**config.mk**
```make
export PLATFORM = sky130hd
export DESIGN_NAME = da_dot
export DESIGN_NICKNAME = d
export VERILOG_FILES = /design/src/rtl/da_pkg.sv /design/src/rtl/da_lut.sv /design/src/rtl/da_acc.sv /design/src/rtl/da_ctrl.sv /design/src/rtl/da_dot.sv
export SDC_FILE = /design/constraint.sdc
export NUM_CORES = 1
export LEC_CHECK = 0
export BUFFER_PORTS_ARGS = -buffer_cell sky130_fd_sc_hd__buf_2
export CELL_PAD_IN_SITES_DETAIL_PLACEMENT = 1
export CELL_PAD_IN_SITES_GLOBAL_PLACEMENT = 1
export CORE_MARGIN = 1
export CORE_UTILIZATION = 47
export DETAILED_ROUTE_END_ITERATION = 12
export PLACE_DENSITY_LB_ADDON = 0.05
export SLEW_MARGIN = 10
export SYNTH_ARGS = -nofsm -noshare
export SYNTH_HDL_FRONTEND = slang
export SYNTH_SLANG_ARGS = --single-unit
```
**constraint.sdc**
```tcl
create_clock -name clk_i -period 8.46 [get_ports clk_i]
set_input_delay 1.692 -clock clk_i [delete_from_list [all_inputs] [get_ports clk_i]]
set_output_delay 1.692 -clock clk_i [all_outputs]
set_load 0.02 [all_outputs]
```
**src/rtl/da_pkg.sv**
```systemverilog
package da_pkg;
  typedef enum logic {ST_IDLE, ST_RUN} da_state_e;
endpackage

```
**src/rtl/da_lut.sv**
```systemverilog
module da_lut #(
  parameter int N_IN   = 4,
  parameter int COEF_W = 12,
  parameter int SUM_W  = 15,
  parameter logic [N_IN*COEF_W-1:0] COEFS = '0
) (
  input  logic [N_IN-1:0]  addr_i,
  output logic [SUM_W-1:0] sum_o
);
  localparam int DEPTH = 1 << N_IN;

  function automatic logic [SUM_W-1:0] subset_sum(input int k);
    logic [SUM_W-1:0] s;
    logic [COEF_W-1:0] c;
    s = '0;
    for (int i = 0; i < N_IN; i++) begin
      c = COEFS[i*COEF_W +: COEF_W];
      if (((k >> i) & 1) == 1)
        s = s + {{(SUM_W-COEF_W){c[COEF_W-1]}}, c};
    end
    return s;
  endfunction

  logic [SUM_W-1:0] tbl [DEPTH];

  for (genvar k = 0; k < DEPTH; k++) begin : g_ent
    assign tbl[k] = subset_sum(k);
  end

  assign sum_o = tbl[addr_i];
endmodule

```
**src/rtl/da_acc.sv**
```systemverilog
module da_acc #(
  parameter int C_BITS = 2,
  parameter int SUM_W  = 15,
  parameter int ACC_W  = 32
) (
  input  logic                          clk_i,
  input  logic                          rst_ni,
  input  logic                          clr_i,
  input  logic                          step_i,
  input  logic                          first_i,
  input  logic [C_BITS-1:0][SUM_W-1:0]  lut_i,
  output logic signed [ACC_W-1:0]       acc_nx_o
);
  logic signed [ACC_W-1:0] acc_q;

  // (C_BITS+1)-input adder; slice k carries weight 2^(C_BITS-1-k)
  always_comb begin
    logic signed [ACC_W-1:0] term;
    acc_nx_o = acc_q <<< C_BITS;
    for (int k = 0; k < C_BITS; k++) begin
      term = {{(ACC_W-SUM_W){lut_i[k][SUM_W-1]}}, lut_i[k]};
      term = term <<< (C_BITS-1-k);
      if (first_i && k == 0) acc_nx_o = acc_nx_o - term;  // sign slice
      else                   acc_nx_o = acc_nx_o + term;
    end
  end

  always_ff @(posedge clk_i or negedge rst_ni) begin
    if (!rst_ni)     acc_q <= '0;
    else if (clr_i)  acc_q <= '0;
    else if (step_i) acc_q <= acc_nx_o;
  end

  p_clear_r3: assert property (@(posedge clk_i) disable iff (!rst_ni)
    clr_i |=> (acc_q == '0));
endmodule

```
**src/rtl/da_ctrl.sv**
```systemverilog
module da_ctrl
  import da_pkg::*;
#(
  parameter int STEPS = 8
) (
  input  logic clk_i,
  input  logic rst_ni,
  input  logic load_i,
  output logic ready_o,
  output logic accept_o,
  output logic step_o,
  output logic first_o,
  output logic last_o,
  output logic done_o
);
  localparam int CNT_W = (STEPS > 1) ? $clog2(STEPS) : 1;
  localparam logic [CNT_W-1:0] CNT_LAST = CNT_W'(STEPS-1);

  da_state_e        state_q;
  logic [CNT_W-1:0] cnt_q;
  logic             done_q;

  assign ready_o  = (state_q == ST_IDLE);
  assign accept_o = ready_o && load_i;
  assign step_o   = (state_q == ST_RUN);
  assign first_o  = step_o && (cnt_q == '0);
  assign last_o   = step_o && (cnt_q == CNT_LAST);
  assign done_o   = done_q;

  always_ff @(posedge clk_i or negedge rst_ni) begin
    if (!rst_ni) begin
      state_q <= ST_IDLE;
      cnt_q   <= '0;
      done_q  <= 1'b0;
    end else begin
      done_q <= last_o;
      if (accept_o) begin
        state_q <= ST_RUN;
        cnt_q   <= '0;
      end else if (last_o) begin
        state_q <= ST_IDLE;
      end else if (step_o) begin
        cnt_q <= cnt_q + 1'b1;
      end
    end
  end

  p_done_single_r4: assert property (@(posedge clk_i) disable iff (!rst_ni)
    (done_o && STEPS > 1) |=> !done_o);
  p_cnt_bound_r4: assert property (@(posedge clk_i) disable iff (!rst_ni)
    step_o |-> (cnt_q <= CNT_LAST));
  p_busy_holds_r5: assert property (@(posedge clk_i) disable iff (!rst_ni)
    (step_o && !last_o) |=> (step_o && !ready_o));
  p_ready_at_done_r6: assert property (@(posedge clk_i) disable iff (!rst_ni)
    done_o |-> ready_o);
endmodule

```
**src/rtl/da_dot.sv**
```systemverilog
module da_dot #(
  parameter int N_IN   = 4,
  parameter int W_IN   = 16,
  parameter int C_BITS = 2,
  parameter int COEF_W = 12,
  parameter int ACC_W  = 32,
  parameter logic [N_IN*COEF_W-1:0] COEFS = {12'h7FF, 12'h800, 12'h12C, 12'hFF9}
) (
  input  logic                   clk_i,
  input  logic                   rst_ni,
  input  logic                   load_i,
  input  logic [N_IN*W_IN-1:0]   x_i,
  output logic                   ready_o,
  output logic                   done_o,
  output logic signed [ACC_W-1:0] z_o
);
  localparam int STEPS = W_IN / C_BITS;
  localparam int SUM_W = COEF_W + $clog2(N_IN) + 1;

  logic [N_IN-1:0][W_IN-1:0]    x_q;
  logic [C_BITS-1:0][N_IN-1:0]  addr;
  logic [C_BITS-1:0][SUM_W-1:0] lut_out;
  logic signed [ACC_W-1:0]      acc_nx;
  logic signed [ACC_W-1:0]      z_q;
  logic accept, step, first, last;

  da_ctrl #(.STEPS(STEPS)) u_ctrl (
    .clk_i, .rst_ni, .load_i,
    .ready_o, .accept_o(accept), .step_o(step),
    .first_o(first), .last_o(last), .done_o
  );

  // one table copy per slice handled in a cycle
  for (genvar k = 0; k < C_BITS; k++) begin : g_slice
    for (genvar i = 0; i < N_IN; i++) begin : g_bit
      assign addr[k][i] = x_q[i][W_IN-1-k];
    end
    da_lut #(.N_IN(N_IN), .COEF_W(COEF_W), .SUM_W(SUM_W), .COEFS(COEFS)) u_lut (
      .addr_i(addr[k]),
      .sum_o (lut_out[k])
    );
  end

  da_acc #(.C_BITS(C_BITS), .SUM_W(SUM_W), .ACC_W(ACC_W)) u_acc (
    .clk_i, .rst_ni,
    .clr_i(accept), .step_i(step), .first_i(first),
    .lut_i(lut_out), .acc_nx_o(acc_nx)
  );

  always_ff @(posedge clk_i or negedge rst_ni) begin
    if (!rst_ni) begin
      x_q <= '0;
      z_q <= '0;
    end else begin
      if (accept) x_q <= x_i;
      else if (step) begin
        for (int i = 0; i < N_IN; i++) x_q[i] <= x_q[i] << C_BITS;
      end
      if (last) z_q <= acc_nx;
    end
  end

  assign z_o = z_q;

  p_z_hold_r7: assert property (@(posedge clk_i) disable iff (!rst_ni)
    !done_o |-> $stable(z_o));
  p_no_accept_busy_r5: assert property (@(posedge clk_i) disable iff (!rst_ni)
    (!ready_o && load_i) |=> $stable(z_o) || done_o);
endmodule

```
After elaboration in Yosys (flattened, before gate mapping)
Memory sizes are Yosys's and may differ from the RTL's.
Index checks and enable logic that the tools add are counted.
{"block": "totals", "reg_bits": 131, "mem_bits_ro": 480, "mem_count": 2, "output_inout_bits": 34, "word_cells": 43, "inputBits": 67}
{"block": "op_classes", "eq_ne": 2, "n_lt_le_gt_ge": 2, "mux": 14, "addsub": 4, "n_bitwise": 3, "reduce_logical": 7}
{"name": "(name not given)", "depth": 16, "width": 15, "read_ports": 1, "rd_ports_with_merged_regs": 0, "write_ports": 0, "line": "da_lut.sv:30", "rtl": "assign sum_o = tbl[addr_i];"}
{"name": "(name not given)", "depth": 16, "width": 15, "read_ports": 1, "rd_ports_with_merged_regs": 0, "write_ports": 0, "line": "da_lut.sv:30"}
{"operator": "$mux 64", "count": 2}
{"operator": "$mux 15", "count": 4}
{"operator": "$mux 30", "count": 2}
{"operator": "$add 32x15->32", "count": 1}
{"operator": "$add 32x16->32", "count": 1}
{"operator": "$mux 32", "count": 1}
{"operator": "$sub 32x16->32", "count": 1}
{"operator": "$ge 5x5->1 const B", "count": 2}
{"operator": "$not 4->5", "count": 2}
{"operator": "$mux 3", "count": 3}
{"operator": "$reduce_bool 2->1", "count": 2}
{"operator": "$add 3x1->3 const B", "count": 1}
{"operator": "$eq 3x3->1 const B", "count": 1}
{"operator": "$logic_and 1x1->1", "count": 3}
{"operator": "$logic_not 3->1", "count": 1}
{"operator": "$mux 1", "count": 2}
{"operator": "$ne 2x2->1 const B", "count": 1}
{"operator": "$reduce_and 2->1", "count": 1}
{"operator": "$not 1->1", "count": 1}

Logic depth before layout (Yosys ltp)
Gate-level depths: netlist of run 1.
{"block": "logic_depth", "depth_word": 9, "ltp_mapped": 29}

Cells and area by module
Synthesis of run 1 repeated with hierarchy kept, for this count alone.
{"block": "hier_totals", "hier_cells": 1190, "hier_area_um2": 10652.7}
{"mod": "da_acc", "instances": 1, "seq_area_each_um2": 750.7, "cells_each": 753, "area_per_inst_um2": 5694.2}
{"mod": "da_dot", "instances": 1, "seq_area_each_um2": 2402.3, "cells_each": 345, "area_per_inst_um2": 4202.8}
{"mod": "da_ctrl", "instances": 1, "seq_area_each_um2": 125.1, "cells_each": 27, "area_per_inst_um2": 277.8}
{"mod": "da_lut (g_slice[0].u_lut)", "instances": 1, "seq_area_each_um2": 0.0, "cells_each": 34, "area_per_inst_um2": 242.7}
{"mod": "da_lut (g_slice[1].u_lut)", "instances": 1, "seq_area_each_um2": 0.0, "cells_each": 31, "area_per_inst_um2": 235.2}

Worst setup path after synthesis of run 1
Ideal clock, no wire load.
{"block": "synth_timing", "path_type": "flip-flop to flip-flop", "startpoint": "register x_q (netlist bit addr[1])", "endpoint": "register z_q[28], in the netlist z_o[28]", "arrival_ns": 6.296, "setup_ns": 0.125, "path_buffers": 1, "path_stages_with_launch": 28, "slack_ns": 2.040, "required_ns": 8.335, "path_cell_list": "dfrtp_1 inv_1 ha_1 nor2_1 nor2_1 a21oi_1 inv_1 ha_1 buf_6 nor3_4 and2_4 inv_2 or4_1 a211o_2 a211oi_2 o21ai_0 a21oi_1 xnor2_1 ha_1 a21o_1 a21o_1 a21oi_1 nor2b_1 a311o_1 a21o_1 a21oi_1 xnor2_1 mux2_2"}
{"block": "synth_between", "elab_chain_len": 7}
{"element": "from (decl)", "line": "da_dot.sv:20", "rtl": "logic [N_IN-1:0][W_IN-1:0] x_q;"}
{"element": "from (signal assigned)", "line": "da_dot.sv:55", "rtl": "if (accept) x_q <= x_i;"}
{"element": "$not 4->5 (implied by the code) (*)", "line": "da_lut.sv:30"}
{"element": "$mem_v2 16x15 (*)"}
{"element": "$mux 15 (implied by the code) (*) (2 in a row)", "line": "da_lut.sv:30"}
{"element": "$add 32x16->32 or $sub 32x16->32 (tied branches)", "line": "da_acc.sv:24, da_acc.sv:23"}
{"element": "$mux 32 (*)", "line": "da_acc.sv:23", "rtl": "if (first_i && k == 0) acc_nx_o = acc_nx_o - term;"}
{"element": "$add 32x15->32 (*)", "line": "da_acc.sv:24", "rtl": "else acc_nx_o = acc_nx_o + term;"}
{"element": "to (signal assigned)", "line": "da_dot.sv:59", "rtl": "if (last) z_q <= acc_nx;"}
{"element": "to (decl)", "line": "da_dot.sv:24", "rtl": "logic signed [ACC_W-1:0] z_q;"}
Mark *: on every way between the ends. The rest lies on a longest branch, timed or not. The select of a mux whose other input is x is not followed.
A chain may end at the register's enable or synchronous reset.

Final worst setup path of run 1
{"block": "layout_timing", "startpoint": "register x_q (netlist bit addr[0])", "endpoint": "register z_q[28], in the netlist z_o[28]"}
Same word-level chain as after synthesis.

==> results of run 1 <==
-- worst paths after layout --
kind / from / endpoint / cells past startpoint / slack (ns)
max: addr[0]$_DFFE_PN0P_ / z_o[28]$_DFFE_PN0P_ / 27 / 2.02
min: z_o[20]$_DFFE_PN0P_ / z_o[20]$_DFFE_PN0P_ / 2 / 0.48
max reg2reg: addr[0]$_DFFE_PN0P_ / z_o[28]$_DFFE_PN0P_ / 27 / 2.02
min reg2reg: z_o[20]$_DFFE_PN0P_ / z_o[20]$_DFFE_PN0P_ / 2 / 0.48
max in group asynchronous: rst_ni / z_o[17]$_DFFE_PN0P_ / 2 / 6.08
min in group asynchronous: rst_ni / x_q[6]$_DFFE_PN0P_ / 1 / 1.30
-- flip-flops by register name, indices dropped and copies added (netlist names) --
| name | count |
|---|---|
| u_acc.acc_q | 30 |
| x_q | 56 |
| u_ctrl.done_o | 1 |
| u_ctrl.step_o | 1 |
| addr | 8 |
| u_ctrl.cnt_q | 3 |
| z_o | 32 |
-- metrics by stage --
| stage | util | setup slack, ns | hold slack [ns] |
|---|---|---|---|
| after floorplan | - | 2.04 | 0.452 |
| after global placement | 0.514 | 2.21 | 0.461 |
| after detailed placement | 0.514 | 2.09 | 0.464 |
| after CTS | 0.543 | 2.05 | 0.478 |
| after global routing | 0.543 | 1.43 | 0.509 |
| final | 0.543 | 2.02 | 0.476 |
-- worst max-delay path, stage by stage, from the launching register on --
cell	delay, ns
sky130_fd_sc_hd__dfrtp_1	0.45
sky130_fd_sc_hd__inv_1	0.12
sky130_fd_sc_hd__ha_1	0.25
sky130_fd_sc_hd__o21ai_0	0.32
sky130_fd_sc_hd__inv_1	0.13
sky130_fd_sc_hd__ha_1	0.25
sky130_fd_sc_hd__fa_1	0.42
sky130_fd_sc_hd__a21o_1	0.17
sky130_fd_sc_hd__a21oi_1	0.21
sky130_fd_sc_hd__nor2b_1	0.10
sky130_fd_sc_hd__o41a_1	0.39
sky130_fd_sc_hd__nand3_1	0.12
sky130_fd_sc_hd__nand3b_1	0.08
sky130_fd_sc_hd__a21oi_1	0.24
sky130_fd_sc_hd__o211ai_1	0.16
sky130_fd_sc_hd__o21ai_0	0.17
sky130_fd_sc_hd__xnor2_1	0.19
sky130_fd_sc_hd__ha_1	0.33
sky130_fd_sc_hd__and3_1	0.19
sky130_fd_sc_hd__a221o_1	0.32
sky130_fd_sc_hd__a21oi_1	0.19
sky130_fd_sc_hd__o211ai_1	0.14
sky130_fd_sc_hd__o2bb2ai_1	0.22
sky130_fd_sc_hd__a311o_1	0.38
sky130_fd_sc_hd__a21o_1	0.22
sky130_fd_sc_hd__a21oi_1	0.18
sky130_fd_sc_hd__xnor2_1	0.11
sky130_fd_sc_hd__mux2_2	0.27
-- area by class of cell --
class	instances	area share
sequential	131	0.286
clock inverter	15	0.0159
multi-input combinational	895	0.566
antenna	1	0.000218
tap	275	0.0300
clock buffer	17	0.0371
inverter	51	0.0167
timing repair buffer	106	0.0483
-- logic make-up (layout without fill, tap and decap cells) --
logic type,count (synthesis),in the layout,share of synthesized area
muxes,100,100,0.102
xor gates and xnor gates,58,58,0.0499
DFF,131,131,0.322
buffers and inverters,107,189,0.0409
and+or+nand+nor,274,274,0.121
adders and majority gates,107,107,0.134
other,0,1,0
AOI/OAI and AO/OA,356,356,0.231
-- layer usage --
layer | wire [um] | track usage | up-vias
met1 | 13900 | 0.385 | 4287
met4 | 442 | 0.0704 | 0
met5 | 0 | 0 | -
met2 | 14000 | 0.459 | 183
met3 | 1630 | 0.0673 | 30
li1 | - | - | 4235
-- cell usage after synthesis, drive strengths merged, types with 13 or more instances --
master / count / area [um^2]
nor2: 86 / 323
mux2: 26 / 293
nor3: 14 / 81.3
dfrtp: 131 / 3280
o21bai: 15 / 116
mux2i: 74 / 741
o21ai: 105 / 526
a22o: 27 / 236
o31ai: 13 / 97.6
inv: 51 / 191
nand2: 108 / 405
clkbuf: 40 / 150
a21o: 29 / 218
buf: 16 / 75.1
ha: 104 / 1300
xnor2: 41 / 359
a21oi: 81 / 405
a211oi: 15 / 118
xor2: 17 / 149
==> out/results.txt, run 1 <==
The congestion estimate from routability-driven global placement came to 0.874. The logs give 0 for the final max-slew violation count and 6.76 ns for the worst endpoint data arrival time. The flip-flop cell with the highest count after synthesis is sky130_fd_sc_hd__dfrtp_1. The wire length of the first global-routing pass is 49500 um, and the total instance count after detailed placement is 1458. The number of top-level pins is 101. Once detail routing completed, the nets flagged for antenna violations numbered 0. Setup repair after global routing left no endpoint under its margin. The number of I/O port buffers is 100, and the final cell count without fillers is 1491. The final clock period utilization by the worst path is 0.762, and the placeable core region is 21200 um^2. The number of iterations in the first detailed-routing pass was 4.

The floorplan step set the die height to 149 um. The run gives 10900 um^2 as the instance area after placement. The clock tree synthesis step divided the H-tree into 4 levels.

The clock transition at the registers of the reported paths works out to 0.07 ns. For this block, the routed nets add up to 30000 um of wire. Data on the critical path is required at its endpoint by 8.78 ns. The layout cell share with drive strength beyond 1 was 0.153; the row count was 53.

The critical path is of the register to register type. The wire-length estimate of the detail-placed layout is 21600 um. The total count of hold-check failures in the final report is 0. The area used by multi-input combinational logic is 6500 um^2.

The worst setup path is launched from a register. The synthesized netlist cell count is 1133. Clock skew on the completed layout was measured at 0.0194 ns. After the last flow step, the layout net total stands at 1376.

The sequential cells in the finished layout cover a total of 3280 um^2. Max-cap violations in this run came to 0. Number of global-route vias before repair: 9214. The area growth from synthesis to layout is 12.8%. The tools report the setup TNS after final layout as 0 ns. For the pin with the worst max-slew slack, the measured transition is 1.11 ns.

The worst path in the final design needs a cycle of 6.44 ns, including I/O delays and setup. The die covers 22300 um^2. For the initial standard-cell utilization of the core, the log shows 0.481. The clock buffer count from CTS was 17. The chip width works out to 149 um. STA classifies the critical path endpoint as a register. The class of the most critical hold timing path was register to register.

Setup violations remaining at the end of the flow were counted as 0. Counting the fill cells in the layout gives 2504. The run finished with clean final reports. After global routing the overflow that remains totals 0.

The total nets after synthesis was 1307. The sequential-to-total area share from yosys stat is 0.322. Average vias per placed instance: 5.86. The highest achievable clock rate was 155 MHz. The tools report the post-CTS setup buffer count as 0. The routed length per instance was 20.1 um.

The overall routing resource usage came out at 0.285. After detailed routing, the number of remaining DRC violations is 0. The run gives 131 as the count of clock tree sinks.

The number of enable-type register cells in the synthesized netlist is 0. Dividing the synthesized area by the synthesized cell count gives 8.98 um^2. After synthesis, the netlist uses 75 different library cells. The highest net fanout along the worst path works out to 6. The routed via count was 8735; the post-synthesis instance area was 10200 um^2. Initial antenna violation count: 2. The number of warnings printed during yosys synthesis was 0. Clock tree synthesis selected as its root buffer the cell sky130_fd_sc_hd__clkbuf_16. After synthesis the netlist holds a flip-flop and latch count of 131. Leaving out fill and tap cells, the most frequent cells in the layout are 130 x sky130_fd_sc_hd__dfrtp_1, 108 x sky130_fd_sc_hd__nand2_1, 104 x sky130_fd_sc_hd__o21ai_0, 104 x sky130_fd_sc_hd__ha_1, 98 x sky130_fd_sc_hd__buf_2. The logs give 2 for the maximum clock insertion buffer count and 390 for the count of routing violations after the opening detailed-route iteration.

TritonCTS built the clock tree. Largest net degree at the start of global routing: 131. The most common cell after layout, fill and taps aside was sky130_fd_sc_hd__dfrtp_1. The tools report the clock network latency to the later pin of the worst-skew pair as 0.44 ns.

After routing the design area is 11500 um^2. Hold repair after CTS inserted 0 buffers. Fraction of registers with async set/reset: 1.00. The relative max-transition margin came out at 0.260. Post-CTS repair changed the size of 0 cells.
Power of run 1 is left out: the tool's default activity adds up to more than one toggle a clock period on the data nets, which glitch-free logic cannot reach.
==> run 2, diff against run 1 <==
- ABC_AREA: not set -> 1
- CORE_UTILIZATION: 47 -> 44
- clock period: 8.46 -> 6.7 ns (I/O delays scaled with it)
==> run 2 against run 1 <==
Synthesized area is 8.2% higher; clock-buffer cell count stayed put; critical path depth down 1; via count grew 27%; first-iteration DRC count up 58%; sequential share of layout area shrank 2.1 points; critical endpoint is now z_o[31]$_DFFE_PN0P_; critical path type unchanged.
==> out/results.txt, run 2 <==
The fraction of registers with async set/reset was 1.00; the number of distinct library cells after synthesis was 48. The layout cell share with drive strength beyond 1 works out to 0.111. The register with the most flip-flops in the layout has 56 of them. For the post-DP HPWL, the log shows 30000 um. The clock transition at the registers of the reported paths is 0.07 ns. Leaving out fill and tap cells, the most frequent cell in the layout is sky130_fd_sc_hd__nand2_1.

The number of hold buffers added after CTS was 0. The run finished with clean final reports. The tools report the worst setup slack after layout as 1.13 ns. The tools report the setup TNS after final layout as 0 ns.

When the netlist entered floorplanning its net count stood at 1776. Of all nets on the critical path, the largest fanout is 6. The endpoint identified for the worst register-to-register timing path is z_o[31]$_DFFE_PN0P_. The slew at the pin closest to its max-slew limit is 1.07 ns.

The tools report the count of routing violations after the opening detailed-route iteration as 618. The average vias per placed instance works out to 5.49. The tools report the kind of launch point of the worst setup path as a register.

Yosys attributes the largest share of cell area to sky130_fd_sc_hd__dfrtp_1 30%, sky130_fd_sc_hd__nand2_1 16%, sky130_fd_sc_hd__ha_1 12%. The number of nets still failing antenna checks after routing is 0. The flip-flop cell with the highest count after synthesis is sky130_fd_sc_hd__dfrtp_1.

The floorplan step set the die height to 160 um. Buffers placed on the I/O ports in this run total 100. The floorplan has 57 rows. Final clock period utilization by the worst path: 0.831. In this run the worst setup path begins at addr[1]$_DFFE_PN0P_. The number of warnings printed during yosys synthesis came out at 0.

The routed via count came out at 11074. The tools report the number of iterations in the first detailed-routing pass as 5. The number of fill cells was 3280.

The total count of hold-check failures in the final report came out at 0. The tools report the number of global-route vias before repair as 11818. More flip-flops sit in one register than any other, and that register is x_q. The end of the critical path is z_o[31]$_DFFE_PN0P_.

For the worst setup path, the data required time is 7.01 ns. After detailed routing, the number of remaining DRC violations is 0. The core region is 24500 um^2. The largest total area in the synthesized netlist belongs to sky130_fd_sc_hd__dfrtp_1. Total of flip-flops plus latches after synthesis: 131.

Clock tree synthesis inserted a total of 17 buffers. In the layout the commonest cells are 482 x sky130_fd_sc_hd__nand2_1, 180 x sky130_fd_sc_hd__inv_1, 131 x sky130_fd_sc_hd__dfrtp_1. Wires add up to 38200 um. Based on the critical path, the design can be clocked at up to 180 MHz.

The worst register-to-register path has a depth of 26. The area share of the largest cell type after synthesis was 0.298; the number of top-level pins was 101. Startpoint-to-endpoint class of the critical path: register to register. TritonCTS built the clock tree.

The logs give 0.450 for the initial standard-cell utilization of the core and 0 for the number of inserted diodes. After clock tree synthesis, the setup repair step added 0 buffers. The first global-routing pass estimated 62100 um of wire. The number of max-cap violations was 0; the number of gates resized after cts was 0. Counting every sink on the clock net gives 131.

The growth of design area from synthesis to finish was 12.6%. No sink is reached through more buffers than the 2 on the longest clock path. The die covers 25700 um^2.

The chip width is 160 um, and the average cell area after synthesis is 6.87 um^2. The shortest clock period the worst path allows after layout was 5.57 ns. The initial antenna violation count is 0. For the overall routing resource usage, the log shows 0.307. For the final worst clock skew, the log shows 0.0136 ns. The final estimated routing congestion in global placement came out at 0.891. STA puts the critical path data arrival time at 5.88 ns. In the synthesized netlist, the cells that appear most often are 482 x sky130_fd_sc_hd__nand2_1, 180 x sky130_fd_sc_hd__inv_1, 131 x sky130_fd_sc_hd__dfrtp_1, 120 x sky130_fd_sc_hd__nor2_1, 106 x sky130_fd_sc_hd__a21oi_1.

The final layout contains 1853 nets. Entering global routing, the biggest net connects 78 pins. The tools report the relative max-transition margin as 0.285.

The synthesized netlist cell count was 1602. The clock network latency to the later pin of the worst-skew pair was 0.43 ns. The final max-slew violation count was 0; the total grt overflow was 0. In this run the cell area of the synthesized design comes to 11000 um^2.

The launch point of the worst reg-to-reg path is addr[1]$_DFFE_PN0P_. The setup check on the worst reg-to-reg path leaves a slack of 1.13 ns. The path class of the tightest hold or removal check is register to register. Maximum level of the CTS H-tree: 4.

Setup violations remaining at the end of the flow were counted as 0. The worst setup path is captured at a register. The tools report the cell chosen for the clock root as sky130_fd_sc_hd__clkbuf_16.

The most instantiated library cell after synthesis is sky130_fd_sc_hd__nand2_1. Dividing the detail-routed wire length by the instance count gives 18.9 um. Setup repair after global routing left no endpoint under its margin.

OpenSTA, run right after detailed placement, puts the worst setup slack at 1.22 ns. The synthesized design contains 0 enable-type register cells. The sequential-to-total area share from yosys stat is 0.298.
[run 2: area by class of cell]
cell class | count | area [um^2] | area share
multi-input cells | 1227 | 6790 | 0.548
flip-flops and latches | 131 | 3280 | 0.264
inverters | 193 | 724 | 0.0584
repair buffers | 109 | 574 | 0.0463
clock buffers | 17 | 425 | 0.0343
well taps | 324 | 405 | 0.0327
clock inverters | 15 | 195 | 0.0157
[run 2: through the flow]
| step | cell area, um^2 | util | hold slack, ns | instances |
|---|---|---|---|---|
| after floorplan | 11000 | - | 0.450 | 1602 |
| after global placement | 11800 | 0.481 | 0.461 | 1984 |
| after detailed placement | 11800 | 0.481 | 0.466 | 1984 |
| after CTS | 12400 | 0.507 | 0.488 | 2016 |
| after global routing | 12400 | 0.507 | 0.506 | 2016 |
| final | 12400 | 0.507 | 0.488 | 2016 |
[run 2: metal layers]
layer  up-vias  track usage  routed length, um
met2       214        0.523              18000
met5         -            0                  0
met3        50       0.0405               1450
met4         0       0.0857                731
li1       5391            -                  -
met1      5419        0.407              18000
[run 2: worst min-delay path by stage]
stage                              from             endpoint  slack, ns  cells after the start
floorplan            x_q[0]$_DFFE_PN0P_   x_q[0]$_DFFE_PN0P_       0.45                      2
detailed placement  z_o[18]$_DFFE_PN0P_  z_o[18]$_DFFE_PN0P_       0.47                      2
finish              z_o[30]$_DFFE_PN0P_  z_o[30]$_DFFE_PN0P_       0.49                      2
global route         x_q[0]$_DFFE_PN0P_   x_q[0]$_DFFE_PN0P_       0.51                      2
CTS                 x_q[33]$_DFFE_PN0P_  x_q[33]$_DFFE_PN0P_       0.49                      2
global placement     z_o[1]$_DFFE_PN0P_   z_o[1]$_DFFE_PN0P_       0.46                      2
[run 2: critical path, stage by stage (launching register included)]
cell	delay (ns)
sky130_fd_sc_hd__dfrtp_1	0.41
sky130_fd_sc_hd__inv_1	0.12
sky130_fd_sc_hd__ha_1	0.22
sky130_fd_sc_hd__o21ai_0	0.66
sky130_fd_sc_hd__inv_1	0.26
sky130_fd_sc_hd__ha_1	0.50
sky130_fd_sc_hd__nand2_1	0.15
sky130_fd_sc_hd__nor2_1	0.29
sky130_fd_sc_hd__nand2_1	0.09
sky130_fd_sc_hd__o21ai_1	0.44
sky130_fd_sc_hd__nand3_1	0.20
sky130_fd_sc_hd__nand2_1	0.12
sky130_fd_sc_hd__nand2_1	0.06
sky130_fd_sc_hd__nand2_1	0.07
sky130_fd_sc_hd__nand2_1	0.05
sky130_fd_sc_hd__nand2_1	0.08
sky130_fd_sc_hd__inv_1	0.07
sky130_fd_sc_hd__ha_1	0.35
sky130_fd_sc_hd__inv_1	0.07
sky130_fd_sc_hd__nor3_1	0.45
sky130_fd_sc_hd__o21ai_0	0.18
sky130_fd_sc_hd__nand3_1	0.13
sky130_fd_sc_hd__nor2_1	0.06
sky130_fd_sc_hd__nand2_1	0.08
sky130_fd_sc_hd__nand3_1	0.08
sky130_fd_sc_hd__nand3_1	0.17
sky130_fd_sc_hd__nand2_1	0.08
[run 2: kinds of logic (layout without fill, tap and decap cells)]
logic type,Yosys count,after routing,share of synthesized area
buffers and inverters,244,334,0.0860
multiplexers,2,2,0.00182
flip-flops,131,131,0.298
XOR/XNOR,39,39,0.0310
AND/OR/NAND/NOR,743,743,0.277
adder cells (fa/ha/maj),107,107,0.124
AO/OA/AOI/OAI,336,336,0.182
Power of run 2 is left out for the same reason.
